`src/rtl/envPkg.sv`:
```
package envPkg;
  parameter int ENV_LEVEL_W = 4;

  // shape code bit positions, decoded by the control
  localparam int SHP_HOLD = 0;
  localparam int SHP_ALT  = 1;
  localparam int SHP_ATT  = 2;
  localparam int SHP_CONT = 3;

  typedef struct packed {
    logic                   load;        // restart the ramp
    logic                   loadInvert;  // 1: first ramp runs downward
    logic                   step;        // advance one step
    logic                   enterHold;   // at ramp end: park instead of wrapping
    logic                   flip;        // at ramp end: reverse direction on wrap
    logic [ENV_LEVEL_W-1:0] holdLevel;   // level to park at
  } envStrobeT;
endpackage

```
`src/rtl/envControl.sv`:
```
module envControl
  import envPkg::*;
#(
  parameter int PERIOD_W = 16
) (
  input  logic                clk,
  input  logic                rstN,
  input  logic                tick,
  input  logic [PERIOD_W-1:0] period,
  input  logic [3:0]          shape,
  input  logic                restart,
  input  logic                rampLast,
  input  logic                invertNow,
  input  logic                holdingNow,
  output envStrobeT           strobe
);
  localparam logic [PERIOD_W-1:0] ONE_P = PERIOD_W'(1);
  localparam logic [ENV_LEVEL_W-1:0] LVL_TOP = {ENV_LEVEL_W{1'b1}};

  logic [PERIOD_W-1:0]    periodCnt;
  logic [PERIOD_W-1:0]    cntLimit;
  logic                   expire;
  logic [ENV_LEVEL_W-1:0] finalLevel;

  // a zero period acts as one
  assign cntLimit = (period == '0) ? '0 : (period - ONE_P);
  assign expire   = tick && (periodCnt >= cntLimit);

  always_ff @(posedge clk or negedge rstN) begin
    if (!rstN)        periodCnt <= '0;
    else if (restart) periodCnt <= '0;
    else if (tick)    periodCnt <= expire ? '0 : (periodCnt + ONE_P);
  end

  // level reached at the end of the current ramp
  assign finalLevel = invertNow ? '0 : LVL_TOP;

  always_comb begin
    strobe            = '0;
    strobe.load       = restart;
    strobe.loadInvert = ~shape[SHP_ATT];
    strobe.step       = expire && !restart && !holdingNow;
    strobe.enterHold  = rampLast && (!shape[SHP_CONT] || shape[SHP_HOLD]);
    strobe.flip       = shape[SHP_ALT];
    if (!shape[SHP_CONT])    strobe.holdLevel = '0;
    else if (shape[SHP_ALT]) strobe.holdLevel = ~finalLevel;
    else                     strobe.holdLevel = finalLevel;
  end
endmodule

```
`src/rtl/envRamp.sv`:
```
module envRamp
  import envPkg::*;
(
  input  logic                   clk,
  input  logic                   rstN,
  input  envStrobeT              strobe,
  output logic                   rampLast,
  output logic                   invertNow,
  output logic                   holdingNow,
  output logic [ENV_LEVEL_W-1:0] level
);
  localparam logic [ENV_LEVEL_W-1:0] STEP_MAX = {ENV_LEVEL_W{1'b1}};
  localparam logic [ENV_LEVEL_W-1:0] STEP_ONE = ENV_LEVEL_W'(1);

  logic [ENV_LEVEL_W-1:0] stepIdx;
  logic                   invert;
  logic                   holding;
  logic [ENV_LEVEL_W-1:0] holdVal;

  always_ff @(posedge clk or negedge rstN) begin
    if (!rstN) begin
      stepIdx <= '0;
      invert  <= 1'b0;
      holding <= 1'b1;
      holdVal <= '0;
    end else if (strobe.load) begin
      stepIdx <= '0;
      invert  <= strobe.loadInvert;
      holding <= 1'b0;
    end else if (strobe.step && !holding) begin
      if (rampLast) begin
        if (strobe.enterHold) begin
          holding <= 1'b1;
          holdVal <= strobe.holdLevel;
        end else begin
          stepIdx <= '0;
          if (strobe.flip) invert <= ~invert;
        end
      end else begin
        stepIdx <= stepIdx + STEP_ONE;
      end
    end
  end

  assign rampLast   = (stepIdx == STEP_MAX);
  assign invertNow  = invert;
  assign holdingNow = holding;
  assign level      = holding ? holdVal : (stepIdx ^ {ENV_LEVEL_W{invert}});
endmodule

```
`src/rtl/envShaper.sv`:
```
module envShaper
  import envPkg::*;
#(
  parameter int REG_W = 8
) (
  input  logic                   clk,
  input  logic                   rstN,
  input  logic                   tick,
  input  logic [REG_W-1:0]       periodFine,
  input  logic [REG_W-1:0]       periodCoarse,
  input  logic [3:0]             shape,
  input  logic                   restart,
  output logic [ENV_LEVEL_W-1:0] envLevel
);
  localparam int PERIOD_W = 2 * REG_W;

  envStrobeT strobeW;
  logic      rampLastW;
  logic      invertW;
  logic      holdingW;

  envControl #(.PERIOD_W(PERIOD_W)) u_ctl (
    .clk        (clk),
    .rstN       (rstN),
    .tick       (tick),
    .period     ({periodCoarse, periodFine}),
    .shape      (shape),
    .restart    (restart),
    .rampLast   (rampLastW),
    .invertNow  (invertW),
    .holdingNow (holdingW),
    .strobe     (strobeW)
  );

  envRamp u_dp (
    .clk        (clk),
    .rstN       (rstN),
    .strobe     (strobeW),
    .rampLast   (rampLastW),
    .invertNow  (invertW),
    .holdingNow (holdingW),
    .level      (envLevel)
  );
endmodule

```
`config.mk`:
```
export PLATFORM = sky130hd
export DESIGN_NAME = envShaper
export DESIGN_NICKNAME = d
export VERILOG_FILES = /design/src/rtl/envPkg.sv /design/src/rtl/envControl.sv /design/src/rtl/envRamp.sv /design/src/rtl/envShaper.sv
export SDC_FILE = /design/constraint.sdc
export NUM_CORES = 1
export LEC_CHECK = 0
export ABC_AREA = 1
export BUFFER_PORTS_ARGS = -buffer_cell sky130_fd_sc_hd__buf_2
export CAP_MARGIN = 0
export CORE_MARGIN = 1.5
export CORE_UTILIZATION = 53
export CTS_CLUSTER_DIAMETER = 150
export DETAILED_ROUTE_END_ITERATION = 16
export GPL_TIMING_DRIVEN = 0
export HOLD_SLACK_MARGIN = 0.05
export PLACE_DENSITY = 0.79
export SLEW_MARGIN = 20
export SYNTH_ARGS = -nofsm -noshare
export SYNTH_HDL_FRONTEND = slang
export SYNTH_SLANG_ARGS = --single-unit
```
`constraint.sdc`:
```
create_clock -name clk -period 1.8 [get_ports clk]
set_clock_uncertainty 0.15 [all_clocks]
set_input_delay 0.27 -clock clk [delete_from_list [all_inputs] [get_ports clk]]
set_output_delay 0.27 -clock clk [all_outputs]
set_load 0.05 [all_outputs]
```
==> results.cfg, run 1 <==
[worst_setup_path]
cpLargestDelayFamily = simple AND/OR/NAND/NOR gates
worstRegToRegCells = 12
critPathMaxStageDelay_ns = 0.25
worstPathArrival_ns = 2.58
worst_setup_path_start_kind = input port
cp_slowest_cell = ha_1
required_ns = 1.84
worstReg2RegStart = u_ctl.periodCnt[5]
critPathKind = in2reg
critPathBufInv = 4
path_cells = buf_2 -> inv_2 -> ha_1 -> nand2_2 -> nor2_4 -> inv_1 -> nor2_2 -> nand3_1 -> nand3_1 -> ha_1 -> nand2_2 -> o21ai_1 -> a21oi_2 -> nand2_4 -> nor2_8 -> inv_4 -> o22ai_1
crit_fanout = 7
crit_path_end_kind = register
timing.rr.end = u_ctl.periodCnt[5]
ff2ff_setup_slack_ns = -0.25

[finish]
fin_cells = 412
synthToLayoutAreaGrowth_pct = 24.49
multi_input_area_um2 = 1724
utilization_pct = 69.44
diodes = 0
fillers = 316
seq_area_um2 = 578.1
drive_above_1_share_pct = 29.56
fin_nets = 407

[placement]
dp_cells = 401
port-buffer-count = 27
hpwl_mm = 3.906
place_ws_ns = -1.096
gp_congestion = 0.8861

[timing]
setup_ws_ns = -0.7460
max_freq_mhz = 392.8
worst-slew-pin-transition_ns = 0.5380
relSlewSlack_pct = 64.13
fin_crit_ns = 2.546
final-max-slew-violation-count = 0
hold_viol_final = 0
rsz0062_at_grt = true
timing.final.crit_share_pct = 141.4
final-setup-viol-count = 23
holdWs_ns = 0.08575

[die]
core_region_area_um2 = 4058
die-area_um2 = 4672
io_pins = 28
die_h_um = 68.35
die_w_um = 68.35
rows = 23
start_util_pct = 55.78

[clock_network]
cts_made_buffers = 3
htree_num_levels = 1
cts-root-buf = clkbuf_8
clk_latency_ns = 0.27
clk_pin_slew_ns = 0.08
cts_sinks = 23
clk_path_buf_depth = 2
cts_tree = yes

[yosys]
synthDistinctLibCells = 34
synth-edff-count = 0
synthXorXnorAreaFrac_pct = 7.739
syn_area_um2 = 2263
synth_top_area_share_pct = 24.32
postSynth.asyncResetShare_pct = 100.0
syn_area_per_cell_um2 = 6.986
synth-adder-area-share_pct = 11.06
syn_inst = 324
ys_warn_count = 0
synth_flop_cell = dfrtp_1
yosys.area.top_type = dfrtp_1
synthSimpleGateAreaFrac_pct = 36.59
synth_commonest_cells = nand2_1 (77), inv_1 (39), nor2_1 (27)
yosys_register_bits = 23
synthMuxAreaShare_pct = 0
synth-seq-area-share_pct = 25.48
synth_top_family_by_area = simple AND/OR/NAND/NOR gates
synth_compound_area_share_pct = 10.95
synthTopCellsByArea = dfrtp_1 (24%), nand2_1 (13%), ha_1 (11%)
yosysMostFrequentCell = nand2_1
syn-num-nets = 368

[outcome]
status = finished, violations left
violations = setup timing

[routing]
antenna_left = 0
dr.pass1.iters = 4
drt_iter0_drc = 112
vias = 2211
drt-total-wl_mm = 5.378
routed_via_density = 5.367
wl_per_cell_um = 13.05
drcViolationCount = 0

[power_and_ir_drop]
power_density_nw_per_um2 = 422.1
p_comb_share_pct = 26.9
p_seq_share_pct = 45.8
leakage_nw = 1.328
intPower_mw = 0.8028
switching_share_pct = 32.50
p_clk_share_pct = 27.3
ir_drop_mv = 0.4606
p_sw_mw = 0.3866

[global_routing]
antenna_found_initial = 0
grt_max_degree = 24
grt_overflow = 0
grt_pass1_vias = 1927
grt_pass1_wl_mm = 8.259
track_usage_pct = 23.24

[min_path]
min_to = u_dp.holdingNow
worstHoldStart = restart
min_path_cells = 2
hp-class = in2reg

[job]
maxCapViolCount = 0
[cell usage in the layout, fill, tap and decap left out, types with 2 or more instances in the layout]
| master | count |
|---|---|
| clkbuf_8 | 3 |
| nor2_4 | 6 |
| ha_4 | 3 |
| a31oi_1 | 2 |
| o22ai_2 | 4 |
| nand3_1 | 17 |
| buf_4 | 9 |
| nor3_1 | 6 |
| inv_2 | 6 |
| nand3b_1 | 3 |
| o21ai_0 | 6 |
| nand2_1 | 70 |
| o21ai_1 | 15 |
| nand3_2 | 9 |
| xor2_1 | 14 |
| buf_6 | 3 |
| nor2_1 | 20 |
| nor3_4 | 3 |
| or2_1 | 2 |
| nand3_4 | 2 |
| ha_1 | 16 |
| a21oi_2 | 6 |
| nor3_2 | 3 |
| nand2_2 | 8 |
| xnor2_1 | 6 |
| dfrtp_1 | 21 |
| o21ai_2 | 3 |
| o22ai_1 | 2 |
| clkinv_1 | 2 |
| a21oi_1 | 5 |
| nand4_1 | 7 |
| nor2_2 | 8 |
| buf_2 | 22 |
| inv_1 | 38 |
[power by group through the flow]
stage	clock network (mW)	registers (mW)	logic [mW]
2_1_floorplan	0	0.547	0.193
3_3_place_gp	0	0.550	0.278
3_5_place_dp	0	0.551	0.284
4_1_cts	0.334	0.545	0.294
5_1_grt	0.355	0.547	0.356
6_report	0.325	0.545	0.319
[layout make-up]
| class | instances | share of cell area (%) |
|---|---|---|
| plain buffers | 1 | 0.1776 |
| clock buffers | 4 | 1.599 |
| inverters | 47 | 6.350 |
| multi-input cells | 252 | 61.19 |
| flip-flops and latches | 23 | 20.52 |
| well taps | 50 | 2.220 |
| repair buffers | 35 | 7.949 |
[what timing repair did]
item                                    CTS  global route
gates cloned                              0             0
pin swaps                                 5            16
hold buffers                              1             0
gates resized for setup                  22            34
endpoints found under the setup margin   27            27
buffers inserted                          3             4
hold endpoints to repair                 22             0
[cell families after synthesis]
logic type               Yosys count
AND/OR/NAND/NOR                  167
buffers and inverters             49
AO/OA/AOI/OAI                     45
flip-flops                        23
XOR/XNOR                          20
adder cells (fa/ha/maj)           20
[metal layers]
layer  global-route usage, %  up-vias  share of wire (%)
met4                   2.500        0                2.0
met2                   38.47       58                 47
met3                   3.618       11                5.1
met1                   32.93      998                 46
li1                        -     1144                  -
met5                       0        -                  0
[sequential cells by signal, indices dropped and copies added (netlist names)]
name             flops
u_dp.stepIdx         4
u_dp.invertNow       1
u_dp.holdingNow      1
u_dp.holdVal         1
u_ctl.periodCnt     16
[how the worst max path moves through the flow]
| stage | start | depth (start not counted) | slack (ns) | end |
|---|---|---|---|---|
| 2_1_floorplan | periodFine[3] | 15 | -0.61 | u_dp.stepIdx[0] |
| 3_3_place_gp | periodFine[3] | 17 | -1.0 | u_ctl.periodCnt[8] |
| 3_5_place_dp | periodFine[3] | 19 | -1.10 | u_dp.stepIdx[0] |
| 4_1_cts | periodFine[3] | 16 | -0.69 | u_ctl.periodCnt[13] |
| 5_1_grt | periodFine[0] | 19 | -0.91 | u_ctl.periodCnt[4] |
| 6_report | periodFine[0] | 17 | -0.75 | u_ctl.periodCnt[5] |
[through the flow]
stage | TNS (ns) | area, um^2 | total power [mW]
CTS | -14.95 | 2658 | 1.173
detailed placement | -23.99 | 2481 | 0.8349
global placement | -21.98 | 2481 | 0.8273
global route | -19.84 | 2818 | 1.258
floorplan | -13.25 | 2283 | 0.7398
finish | -16.23 | 2818 | 1.189
No activity file was read; power rests on OpenSTA's default activity.
==> run 2: changes to the inputs <==
CORE_UTILIZATION = 55   (was 53)
CTS_BUF_LIST = sky130_fd_sc_hd__clkbuf_2   (was not set)
PLACE_DENSITY = 0.81   (was 0.79)
==> run 2 against run 1 <==
Compared with the run above: the run still ends with setup timing left; non-clock buffer count increased by 10; worst setup slack improved by 0.055 ns; flip-flop and latch count unchanged; maximum frequency increased by 2.2%; largest power group unchanged; highest routed layer unchanged.
==> results.cfg, run 2 (same netlist as run 1, synthesis figures left out) <==
[timing]
timing.final.crit_share_pct = 138.4
worst-slew-pin-transition_ns = 0.5302
max_freq_mhz = 401.4
setup_ws_ns = -0.6911
final-setup-viol-count = 27
rsz0062_at_grt = true
fin_crit_ns = 2.491
relSlewSlack_pct = 64.66
tns_ns = -14.87
holdWs_ns = 0.09198
final-max-slew-violation-count = 0
hold_viol_final = 0

[die]
die-area_um2 = 4509
rows = 23
core_region_area_um2 = 3971
io_pins = 28
die_w_um = 67.15
start_util_pct = 56.99
die_h_um = 67.15

[finish]
largestRegisters = u_ctl.periodCnt: 16 flops, u_dp.stepIdx: 4 flops
synthToLayoutAreaGrowth_pct = 30.90
final_common_cell = nand2_1
final_cell_mix = nand2_1 (67), inv_1 (36), nor2_1 (22), buf_2 (22), dfrtp_1 (21)
largest_reg_flops = 16
regMostFlops = u_ctl.periodCnt
fillers = 278
fin_nets = 417
drive_above_1_share_pct = 33.60
diodes = 0
utilization_pct = 74.61

[routing]
drt_iter0_drc = 256
dr.pass1.iters = 5
wl_per_cell_um = 15.43
antenna_left = 0
drt-total-wl_mm = 6.511
drcViolationCount = 0
routed_via_density = 5.832
vias = 2461

[clock_network]
cts_sinks = 23
clk_pin_slew_ns = 0.22
cts-root-buf = clkbuf_2
clk_latency_ns = 0.36
cts_tree = yes
cts_made_buffers = 3
clk_path_buf_depth = 2
htree_num_levels = 1

[power_and_ir_drop]
power_density_nw_per_um2 = 384.9
ir_drop_mv = 0.3149
leakage_nw = 1.383
finalPower_mw = 1.140

[worst_setup_path]
path_cells = buf_6 -> or2_0 -> nor2_1 -> nand2_2 -> nor3_4 -> nand3_2 -> xor2_1 -> nand2_1 -> ha_4 -> nand2_2 -> nor3_2 -> nand2_2 -> nand2_4 -> buf_4 -> nand3_4 -> nand2_1 -> o21ai_1
path_common_cell = nand2_2
worstPathArrival_ns = 2.63
crit_fanout = 5
worst_setup_path_start_kind = input port
required_ns = 1.94
crit_path_end_kind = register
cp_slowest_cell = ha_4
critPathMaxStageDelay_ns = 0.29
critPathKind = in2reg

[outcome]
violations = setup timing
status = finished, violations left

[placement]
hpwl_mm = 4.182
gp_congestion = 0.8609
port-buffer-count = 27
place_ws_ns = -1.059

[global_routing]
grt_overflow = 0
track_usage_pct = 26.55
grt_max_degree = 24
antenna_found_initial = 0
grt_pass1_vias = 2066
grt_pass1_wl_mm = 9.273

[min_path]
hp-class = in2reg

[job]
maxCapViolCount = 0
==> run 2: final timing paths <==
kind	cells after the start	startpoint	slack, ns	endpoint
min in group asynchronous	2	rstN	0.22	u_ctl.periodCnt[3]
worst max register to register	12	u_ctl.periodCnt[5]	-0.31	u_ctl.periodCnt[13]
max in group asynchronous	2	rstN	0.90	u_dp.holdingNow
worst min-delay path	4	tick	0.09	u_ctl.periodCnt[14]
worst max-delay path	17	periodFine[3]	-0.69	u_dp.holdVal[2]
worst min register to register	2	u_dp.holdingNow	0.45	u_dp.holdingNow
==> run 2: critical path: cells and delay by family <==
kind,cells,cell delay [ns]
XOR/XNOR,1,0.14
buffers and inverters,2,0.24
AO/OA/AOI/OAI,1,0.06
adder cells (fa/ha/maj),1,0.29
AND/OR/NAND/NOR,12,1.62
==> run 2: area by class of cell <==
class	count	area [um^2]	share of cell area [%]
well taps	50	62.56	2.111
plain buffers	1	5.005	0.1689
repair buffers	45	320.3	10.81
inverters	47	183.9	6.208
clock buffers	4	20.02	0.6757
multi-input cells	252	1793	60.52
flip-flops and latches	23	578.1	19.51
==> run 2: per-stage QoR <==
stage	cells	cell area, um^2
after floorplan	324	2283
after global placement	401	2481
final	422	2963
after detailed placement	401	2481
after global routing	422	2963
after CTS	415	2761
==> run 2: where the power goes <==
group	total [mW]	internal (mW)	switching, mW
logic	0.369	0.147	0.222
clock network	0.223	0.0586	0.164
registers	0.549	0.529	0.0198
==> run 2: metal layers <==
| layer | vias up | wire (um) | part of all wire [%] | global-route usage [%] |
|---|---|---|---|---|
| li1 | 1163 | - | - | - |
| met1 | 1149 | 2714 | 42 | 36.67 |
| met2 | 118 | 3192 | 49 | 42.95 |
| met3 | 31 | 383 | 5.9 | 4.833 |
| met4 | 0 | 221 | 3.4 | 6.633 |
| met5 | - | 0 | 0 | 0 |
==> run 2: repair_timing <==
action,CTS,global route
pin swaps,9,16
hold buffers,4,1
endpoints found under the setup margin,27,27
hold endpoints to repair,24,1
gates resized for setup,43,31
setup buffers,7,6
